$ cat src/rtl/fetch_ctl_pkg.sv
package fetch_ctl_pkg;

    localparam int NUM_STG = 4;
    localparam int ST_W    = 4;

    typedef enum logic [ST_W-1:0] {
        TS_RUN        = 4'd0,
        TS_IDLE       = 4'd1,
        TS_SQUASH     = 4'd2,
        TS_BLOCK      = 4'd3,
        TS_WAIT_RSP   = 4'd4,
        TS_WAIT_RETRY = 4'd5,
        TS_FILL_DONE  = 4'd6,
        TS_TRAP       = 4'd7,
        TS_QUIESCE    = 4'd8
    } thr_state_e;

    // Ordered resolution of the per-thread control signals.
    function automatic thr_state_e sig_step(
        input thr_state_e cur,
        input logic       cmt,
        input logic       rob,
        input logic       dec,
        input logic       stalled
    );
        if (cmt)                              return TS_SQUASH;
        if (rob)                              return TS_SQUASH;
        if (dec && cur != TS_SQUASH)          return TS_SQUASH;
        if (stalled && cur != TS_WAIT_RSP)    return TS_BLOCK;
        if (cur == TS_BLOCK || cur == TS_SQUASH) return TS_RUN;
        return cur;
    endfunction

endpackage

$ cat src/rtl/fetch_stall_flags.sv
module fetch_stall_flags
    import fetch_ctl_pkg::*;
#(
    parameter int NUM_THR = 2
) (
    input  logic                       clk,
    input  logic                       rst,
    input  logic [NUM_STG*NUM_THR-1:0] stall_set,
    input  logic [NUM_STG*NUM_THR-1:0] stall_clr,
    output logic [NUM_THR-1:0]         stalled_nxt
);
    localparam int NFLAG = NUM_STG * NUM_THR;

    logic [NFLAG-1:0] flag_q;
    logic [NFLAG-1:0] flag_d;

    assign flag_d = (flag_q | stall_set) & ~stall_clr;

    always_ff @(posedge clk) begin
        if (rst) flag_q <= '0;
        else     flag_q <= flag_d;
    end

    for (genvar t = 0; t < NUM_THR; t++) begin : g_thr
        logic [NUM_STG-1:0] per_stage;
        for (genvar s = 0; s < NUM_STG; s++) begin : g_stg
            assign per_stage[s] = flag_d[s*NUM_THR + t];
        end
        assign stalled_nxt[t] = |per_stage;
    end
endmodule

$ cat src/rtl/fetch_retry_slot.sv
module fetch_retry_slot #(
    parameter int NUM_THR = 2,
    parameter int TAG_W   = 4,
    parameter int TID_W   = 1
) (
    input  logic               clk,
    input  logic               rst,
    input  logic               park,
    input  logic [TID_W-1:0]   park_tid,
    input  logic [TAG_W-1:0]   park_tag,
    input  logic [NUM_THR-1:0] squash_do,
    input  logic               retry_ok,
    output logic               slot_valid,
    output logic [TID_W-1:0]   slot_tid,
    output logic [TAG_W-1:0]   slot_tag,
    output logic               retry_fire
);
    logic owner_squashed;

    always_comb begin
        owner_squashed = 1'b0;
        for (int t = 0; t < NUM_THR; t++) begin
            if (slot_tid == TID_W'(t) && squash_do[t]) owner_squashed = 1'b1;
        end
    end

    assign retry_fire = retry_ok && slot_valid && !owner_squashed;

    always_ff @(posedge clk) begin
        if (rst) begin
            slot_valid <= 1'b0;
            slot_tid   <= '0;
            slot_tag   <= '0;
        end else if (park) begin
            slot_valid <= 1'b1;
            slot_tid   <= park_tid;
            slot_tag   <= park_tag;
        end else if (retry_fire || (slot_valid && owner_squashed)) begin
            slot_valid <= 1'b0;
        end
    end
endmodule

$ cat src/rtl/fetch_thread_fsm.sv
module fetch_thread_fsm
    import fetch_ctl_pkg::*;
#(
    parameter int TAG_W = 4
) (
    input  logic             clk,
    input  logic             rst,
    input  logic             active,
    input  thr_state_e       post,
    input  logic             squash_do,
    input  logic             stalled,
    input  logic             fire,
    input  logic             nack,
    input  logic [TAG_W-1:0] req_tag,
    input  logic             retry_hit,
    input  logic [TAG_W-1:0] retry_tag,
    input  logic             rsp_here,
    input  logic [TAG_W-1:0] rsp_tag,
    output thr_state_e       state_q
);
    thr_state_e       state_d;
    logic             ov_q, ov_d;
    logic [TAG_W-1:0] ot_q, ot_d;

    always_comb begin
        state_d = post;
        ov_d    = ov_q;
        ot_d    = ot_q;
        if (squash_do) ov_d = 1'b0;
        if (fire) begin
            state_d = nack ? TS_WAIT_RETRY : TS_WAIT_RSP;
            if (!nack) begin
                ov_d = 1'b1;
                ot_d = req_tag;
            end
        end else if (retry_hit) begin
            state_d = TS_WAIT_RSP;
            ov_d    = 1'b1;
            ot_d    = retry_tag;
        end else if (rsp_here && post == TS_WAIT_RSP && ov_q && rsp_tag == ot_q) begin
            state_d = stalled ? TS_BLOCK : TS_FILL_DONE;
            ov_d    = 1'b0;
        end else if (active && post == TS_FILL_DONE) begin
            state_d = TS_RUN;
        end
    end

    always_ff @(posedge clk) begin
        if (rst) begin
            state_q <= TS_RUN;
            ov_q    <= 1'b0;
            ot_q    <= '0;
        end else begin
            state_q <= state_d;
            ov_q    <= ov_d;
            ot_q    <= ot_d;
        end
    end
endmodule

$ cat src/rtl/fetch_status_ctl.sv
module fetch_status_ctl
    import fetch_ctl_pkg::*;
#(
    parameter int NUM_THR = 2,
    parameter int TAG_W   = 4,
    parameter int TID_W   = (NUM_THR > 1) ? $clog2(NUM_THR) : 1
) (
    input  logic                       clk,
    input  logic                       rst,
    input  logic [NUM_THR-1:0]         thread_active,
    input  logic [NUM_STG*NUM_THR-1:0] stall_set,
    input  logic [NUM_STG*NUM_THR-1:0] stall_clr,
    input  logic                       ctx_stall,
    input  logic [NUM_THR-1:0]         cmt_squash,
    input  logic [NUM_THR-1:0]         rob_squashing,
    input  logic [NUM_THR-1:0]         dec_squash,
    input  logic                       req_valid,
    input  logic [TID_W-1:0]           req_tid,
    input  logic [TAG_W-1:0]           req_tag,
    input  logic                       req_nack,
    input  logic                       irq_pending,
    input  logic                       priv_mode,
    input  logic                       retry_ok,
    input  logic                       rsp_valid,
    input  logic [TID_W-1:0]           rsp_tid,
    input  logic [TAG_W-1:0]           rsp_tag,
    output logic                       line_fire,
    output logic [ST_W*NUM_THR-1:0]    thr_state,
    output logic                       cache_blocked,
    output logic                       stage_active
);
    logic [NUM_THR-1:0] stalled_nxt;
    logic [NUM_THR-1:0] squash_do;
    logic [NUM_THR-1:0] fire_vec;
    logic [NUM_THR-1:0] busy_vec;
    logic               req_hold;
    logic               slot_valid;
    logic [TID_W-1:0]   slot_tid;
    logic [TAG_W-1:0]   slot_tag;
    logic               retry_fire;

    assign req_hold = slot_valid || (irq_pending && !priv_mode);

    fetch_stall_flags #(.NUM_THR(NUM_THR)) u_flags (
        .clk         (clk),
        .rst         (rst),
        .stall_set   (stall_set),
        .stall_clr   (stall_clr),
        .stalled_nxt (stalled_nxt)
    );

    for (genvar t = 0; t < NUM_THR; t++) begin : g_thr
        thr_state_e st_q;
        thr_state_e post;
        logic       stl;

        assign stl  = stalled_nxt[t] || ctx_stall;
        assign post = thread_active[t]
                    ? sig_step(st_q, cmt_squash[t], rob_squashing[t], dec_squash[t], stl)
                    : st_q;
        assign squash_do[t] = thread_active[t] &&
                              (cmt_squash[t] ||
                               (!rob_squashing[t] && dec_squash[t] && st_q != TS_SQUASH));
        assign fire_vec[t]  = req_valid && req_tid == TID_W'(t) && thread_active[t] &&
                              post == TS_RUN && !req_hold;
        assign busy_vec[t]  = thread_active[t] &&
                              (st_q == TS_RUN || st_q == TS_SQUASH || st_q == TS_FILL_DONE);
        assign thr_state[t*ST_W +: ST_W] = st_q;

        fetch_thread_fsm #(.TAG_W(TAG_W)) u_fsm (
            .clk       (clk),
            .rst       (rst),
            .active    (thread_active[t]),
            .post      (post),
            .squash_do (squash_do[t]),
            .stalled   (stl),
            .fire      (fire_vec[t]),
            .nack      (req_nack),
            .req_tag   (req_tag),
            .retry_hit (retry_fire && slot_tid == TID_W'(t) && post == TS_WAIT_RETRY),
            .retry_tag (slot_tag),
            .rsp_here  (rsp_valid && rsp_tid == TID_W'(t)),
            .rsp_tag   (rsp_tag),
            .state_q   (st_q)
        );
    end

    assign line_fire     = |fire_vec;
    assign stage_active  = |busy_vec;
    assign cache_blocked = slot_valid;

    fetch_retry_slot #(.NUM_THR(NUM_THR), .TAG_W(TAG_W), .TID_W(TID_W)) u_slot (
        .clk        (clk),
        .rst        (rst),
        .park       (line_fire && req_nack),
        .park_tid   (req_tid),
        .park_tag   (req_tag),
        .squash_do  (squash_do),
        .retry_ok   (retry_ok),
        .slot_valid (slot_valid),
        .slot_tid   (slot_tid),
        .slot_tag   (slot_tag),
        .retry_fire (retry_fire)
    );
endmodule

$ cat config.mk
export PLATFORM = sky130hd
export DESIGN_NAME = fetch_status_ctl
export DESIGN_NICKNAME = d
export VERILOG_FILES = /design/src/rtl/fetch_ctl_pkg.sv /design/src/rtl/fetch_stall_flags.sv /design/src/rtl/fetch_retry_slot.sv /design/src/rtl/fetch_thread_fsm.sv /design/src/rtl/fetch_status_ctl.sv
export SDC_FILE = /design/constraint.sdc
export NUM_CORES = 1
export LEC_CHECK = 0
export ABC_AREA = 1
export CAP_MARGIN = 40
export CORE_ASPECT_RATIO = 1.75
export CORE_MARGIN = 2
export CORE_UTILIZATION = 48
export DETAILED_ROUTE_END_ITERATION = 10
export PLACE_DENSITY = 0.79
export SLEW_MARGIN = 20
export SYNTH_ARGS = -nofsm -noshare
export SYNTH_HDL_FRONTEND = slang
export SYNTH_SLANG_ARGS = --single-unit
export TNS_END_PERCENT = 50
$ cat constraint.sdc
create_clock -name clk -period 2.83 [get_ports clk]
set_input_delay 0.849 -clock clk [delete_from_list [all_inputs] [get_ports clk]]
set_output_delay 0.849 -clock clk [all_outputs]
set_load 0.05 [all_outputs]
[Word-level counts from Yosys, hierarchy flattened]
Cells that the tools add are included.
Word-level totals
  register bits after elaboration: 32
  latch bits: 0
  memory bits (writable): 0
  ROM bits: 0
  input port bits: 43
  output and inout bits: 11
  logic and storage cells: 189
  memories kept: 0
Operators by class
  add/subtract/negate cells: 0
  multipliers: 0
  divide/modulo/power cells: 0
  magnitude comparators: 0
  equality and inequality tests: 20
  shift-type cells: 0
  multiplexer cells: 82
  bitwise operators: 6
  reduce and logical (&&, ||, !) cells: 71
Operators with widths (count)
  2-to-1 mux 4 bit: 35
  2-to-1 mux 1 bit: 45
  logical AND 1 bit: 41
  equality test 4 x 3 -> 1 bit, second input constant: 8
  equality test 4 x 2 -> 1 bit, second input constant: 4
  logical NOT 4 bit: 4
  logical OR 1 bit: 12
  bitwise AND 8 bit: 1
  equality test 4 bit: 2
  != test 4 x 2 -> 1 bit, second input constant: 2
  != test 4 x 3 -> 1 bit, second input constant: 2
  NOT 8 bit: 1
  bitwise OR 8 bit: 1
  OR reduction 4 bit: 2
  2-to-1 mux 3 bit: 2
  nonzero test 2 bit: 3
  logical NOT 1 bit: 5
  != test 2 bit, second input constant: 2
  AND reduction 2 bit: 2
  OR reduction 2 bit: 2
  NOT 1 bit: 3

[Depth between registers and ports, before layout]
  word-level depth: 26
  depth in mapped cells: 16
  gate-level depth less buffers: 16

[Modules after synthesis]
From an unflattened synthesis, not the netlist that was laid out.
Second synthesis, totals
  cell total of the unflattened synthesis: 348
  area, all modules: 2203.4 sq um
By module, submodules not included
  fetch_thread_fsm: times used 2, cells each 91, area each 605.6 sq um
  fetch_status_ctl: times used 1, cells each 96, area each 460.4 sq um
  fetch_stall_flags: times used 1, cells each 39, area each 301.5 sq um
  fetch_retry_slot: times used 1, cells each 31, area each 230.2 sq um

[Least setup slack after synthesis]
No wires, ideal clock.
  path type: input to output
  start point: input port stall_set[1]
  end point: output port line_fire
  arrival: 2.178 ns
  path slack: -0.197 ns
  stages: 12
  buffers on the path: 1
  cell sequence: nor2_1 -> nor2_1 -> nor2_1 -> nand3_1 -> nand2_2 -> nand2_1 -> nand2_1 -> nand2_2 -> nor2_8 -> nand2_4 -> buf_6 -> nand2_1
Between the ends
  cells in the longest elaborated chain, start to end: 18
Ends and longest elaborated chain
  from (decl): RTL line fetch_status_ctl.sv:11  | input logic [NUM_STG*NUM_THR-1:0] stall_set,
  bitwise OR 8 bit *: RTL line fetch_stall_flags.sv:17  | assign flag_d = (flag_q | stall_set) & ~stall_clr;
  bitwise AND 8 bit *: RTL line fetch_stall_flags.sv:17
  OR reduction 4 bit *: RTL line fetch_stall_flags.sv:29  | assign stalled_nxt[t] = |per_stage;
  logical OR 1 bit *: RTL line fetch_status_ctl.sv:57  | assign stl = stalled_nxt[t] || ctx_stall;
  logical AND 1 bit *: RTL line fetch_ctl_pkg.sv:29  | if (stalled && cur != TS_WAIT_RSP) return TS_BLOCK;
  2-to-1 mux 1 bit (2 in series): RTL line fetch_ctl_pkg.sv:29
  2-to-1 mux 1 bit: RTL line fetch_ctl_pkg.sv:28  | if (dec && cur != TS_SQUASH) return TS_SQUASH;
  2-to-1 mux 1 bit: RTL line fetch_ctl_pkg.sv:27  | if (rob) return TS_SQUASH;
  2-to-1 mux 4 bit *: RTL line fetch_ctl_pkg.sv:30  | if (cur == TS_BLOCK || cur == TS_SQUASH) return TS_RUN;
  2-to-1 mux 4 bit *: RTL line fetch_ctl_pkg.sv:29
  2-to-1 mux 4 bit *: RTL line fetch_ctl_pkg.sv:28
  2-to-1 mux 4 bit *: RTL line fetch_ctl_pkg.sv:27
  2-to-1 mux 4 bit *: RTL line fetch_status_ctl.sv:59  | ? sig_step(st_q, cmt_squash[t], rob_squashing[t], dec_squash[t], stl)
  logical NOT 4 bit *: RTL line fetch_status_ctl.sv:65  | post == TS_RUN && !req_hold;
  logical AND 1 bit *: RTL line fetch_status_ctl.sv:64  | assign fire_vec[t] = req_valid && req_tid == TID_W'(t) && thread_active[t] &&
  logical AND 1 bit *: RTL line fetch_status_ctl.sv:65
  OR reduction 2 bit *: RTL line fetch_status_ctl.sv:88  | assign line_fire = |fire_vec;
  to (decl): RTL line fetch_status_ctl.sv:27  | output logic line_fire,
Every way passes the cells marked *; elsewhere a longest branch is shown, timed or not. The select of a mux whose other input is x is not followed.

[Final worst setup path]
Same ends and word-level chain as after synthesis.

==> impl_metrics.tcl <==
set metrics [dict create \
    antenna_found_initial 0 \
    min_period_over_period_pct 105 \
    slew_headroom_pct 60.5 \
    crit_fanout 4 \
    nNetsFinal 492 \
    htreeDepth 2 \
    layoutNonFillerInstCount 499 \
    cts_tree "done" \
    synthTopCellsByArea "dfxtp_1 32%, nand2_1 13%, nor2_1 13%" \
    hpwl_mm 4.53 \
    clock-root-buffer "clkbuf_8" \
    fmax_mhz 335 \
    area_delta_synth_final_pct 71.2 \
    fill_cells 253 \
    yosys_warnings 0 \
    status "finished, violations left" \
    overflow 0 \
    clock_latency_ns 0.30 \
    antennaDiodeCount 0 \
    synth_area_um2 2020 \
    num_vias 2851 \
    initial_core_util_pct 49.5 \
    core_area_um2 4070 \
    numCtsBuffers 5 \
    place_area_um2 2830 \
    drt_iter0_drc 132 \
    async_flop_share_pct 0 \
    yosys.area.top_type "dfxtp_1" \
    synth-main-ff-cell "dfxtp_1" \
    synth_seq_area_share_pct 31.8 \
    rsz0062_at_grt "true" \
    grt_first_pass_wirelength_mm 12.6 \
    final_cell_area_um2 3450 \
    grt_start_max_net_pins 19 \
    grt_use_total_pct 35.2 \
    place.gp.congestion 0.904 \
    place_ws_ns -0.541 \
    cts.hold.buffers_added 0 \
    cp_data_arrival_time_ns 2.13 \
    seq_area_um2 641 \
    fin_total_pwr_mw 1.20 \
    syn_inst 327 \
    p_leak_nw 1.68 \
    cts_sinks 32 \
    setup_viol 1 \
    violations "negative setup slack" \
    critical_path.startpoint_type "input pin" \
    fin_crit_ns 2.98 \
    synth_edf_count 0 \
    first_pass_iters 6 \
    design.die.area_um2 4760 \
    hp-class "reg -> reg" \
    power_density_nw_per_um2 349 \
    slew_violations 0 \
    max_cap_violations 0 \
    wire_per_inst_um 17.0 \
    viasPerCell 5.71 \
    clkTransAtPathRegs_ns 0.07 \
    finalHoldViolCount 0 \
    ys_ff_latch 32 \
    place_inst 454 \
    port_buffers 53 \
    fp.dieH_um 89.8 \
    ys_types 32 \
    pin_count 54 \
    ctsLongestPathBuffers 2 \
    required_ns 1.98 \
    rows 31 \
    worstMarginPinSlew_ns 0.592 \
    synth_top_area_share_pct 31.8 \
    syn_nets 370 \
    ir_drop_mv 0.472 \
    grt_pass1_vias 2883 \
    drtAntennaViolNets 0 \
    end_kind "primary output" \
    skew_ns 0.00789 \
    drc_errors 0 \
    crit_type "in -> out" \
    drive_gt1_share_pct 34.2 \
    drt_wl_total_mm 8.46 \
    fin_ws_ns -0.152 \
    die_w_um 53 \
    multiInputGateArea_um2 1410 \
    syn_avg_cell_area_um2 6.17 \
    hold-worst-slack_ns 0.524 \
]
-- cell usage after synthesis, types with 2 or more instances --
| cell | number |
|---|---|
| nand2_4 | 2 |
| nor4_1 | 2 |
| o21ai_1 | 4 |
| xnor2_1 | 4 |
| nand3_1 | 17 |
| nand2_1 | 69 |
| nor2_1 | 69 |
| inv_2 | 4 |
| dfxtp_1 | 32 |
| nand4_1 | 7 |
| o21ai_0 | 15 |
| xor2_1 | 2 |
| nand3_2 | 2 |
| o21bai_1 | 3 |
| nor3_1 | 7 |
| nand2_2 | 12 |
| inv_1 | 41 |
| nor2_2 | 8 |
| a21oi_1 | 14 |
-- through the flow --
| stage | util (%) | TNS [ns] |
|---|---|---|
| 2_1_floorplan | - | -0.0686 |
| 5_1_grt | 84.8 | -0.324 |
| 3_5_place_dp | 69.5 | -1.80 |
| 6_report | 84.8 | -0.152 |
| 3_3_place_gp | 69.5 | -0.833 |
| 4_1_cts | 82.5 | -0.125 |
-- critical path, cell delays in order --
cell and delay (ns):
buf_6 0.10, nor2_4 0.09, nor2_2 0.05, nor2_1 0.14
nand3_2 0.14, nand2_4 0.12, buf_6 0.11, nand2_4 0.05
nand2_4 0.06, inv_4 0.05, nor2_8 0.09, nand2_4 0.07
nand2_4 0.08, buf_12 0.13
-- cells in the final DEF (no fill, tap or decap), types with 6 or more instances in the layout --
master and n:
o21ai_0 15, dfxtp_1 32, buf_4 52, clkdlybuf4s50_1 22, a21oi_1 13, inv_2 6, nand2_1 58, nor3_1 7
dlygate4sd2_1 12, clkdlybuf4s15_1 8, inv_1 37, buf_6 18, nor2_4 7, nand4_1 7, nor2_1 56, nand2_2 15
clkbuf_8 6, nand3_1 13, nand2_4 10, nor2_2 14
-- path summary, 6_finish.rpt --
| check | startpoint | to | slack (ns) | depth (start not counted) |
|---|---|---|---|---|
| setup / recovery | stall_set[1] | line_fire | -0.15 | 14 |
| hold / removal | g_thr[0].u_fsm.ov_q | g_thr[0].u_fsm.ov_q | 0.52 | 2 |
| setup reg to reg | g_thr[0].u_fsm.state_q[3] | g_thr[0].u_fsm.ot_q[3] | 0.32 | 17 |
| hold reg to reg | g_thr[0].u_fsm.ov_q | g_thr[0].u_fsm.ov_q | 0.52 | 2 |
-- logic make-up (layout without fill, tap and decap cells) --
kind of cell,after synthesis,count (layout),synth area share (%)
simple gates,202,202,46.0
buf+inv,49,172,9.55
compound gates,38,38,10.1
flops,32,32,31.8
xor+xnor,6,6,2.61
-- sequential cells by signal (all words and copies together) (netlist names) --
register	cells
u_slot.slot_tid	1
u_slot.slot_valid	1
g_thr.u_fsm.ov_q	2
u_flags.flag_q	8
u_slot.slot_tag	4
g_thr.u_fsm.state_q	8
g_thr.u_fsm.ot_q	8
-- what timing repair did --
action / in CTS / in global routing
endpoints found under the hold margin: 0 / 0
setup endpoints to repair: 2 / 3
gates resized for setup: 105 / 30
buffers inserted: 37 / 1
pin swaps: 47 / 20
-- power by group --
part	total (mW)	switching, mW	internal, mW	leakage [nW]
sequential	0.480	0.0143	0.466	0.261
combinational	0.347	0.175	0.172	1.36
clock	0.377	0.183	0.194	0.0510
-- layout make-up --
class                      count  share of cell area [%]
inverter                      46                    5.22
clock inverter                 2                   0.290
tap                           49                    1.78
timing repair buffer         118                    30.8
clock buffer                   6                    2.39
sequential                    32                    18.6
multi-input combinational    246                    40.9
-- layer usage --
layer | track usage [%] | up-vias | share of wire, %
met4 | 22.4 | 0 | 8.6
met1 | 35.5 | 1261 | 33
li1 | - | 1280 | -
met5 | 0 | - | 0
met2 | 60.9 | 216 | 51
met3 | 7.97 | 94 | 7.0
(Power assumes the default switching activity.)
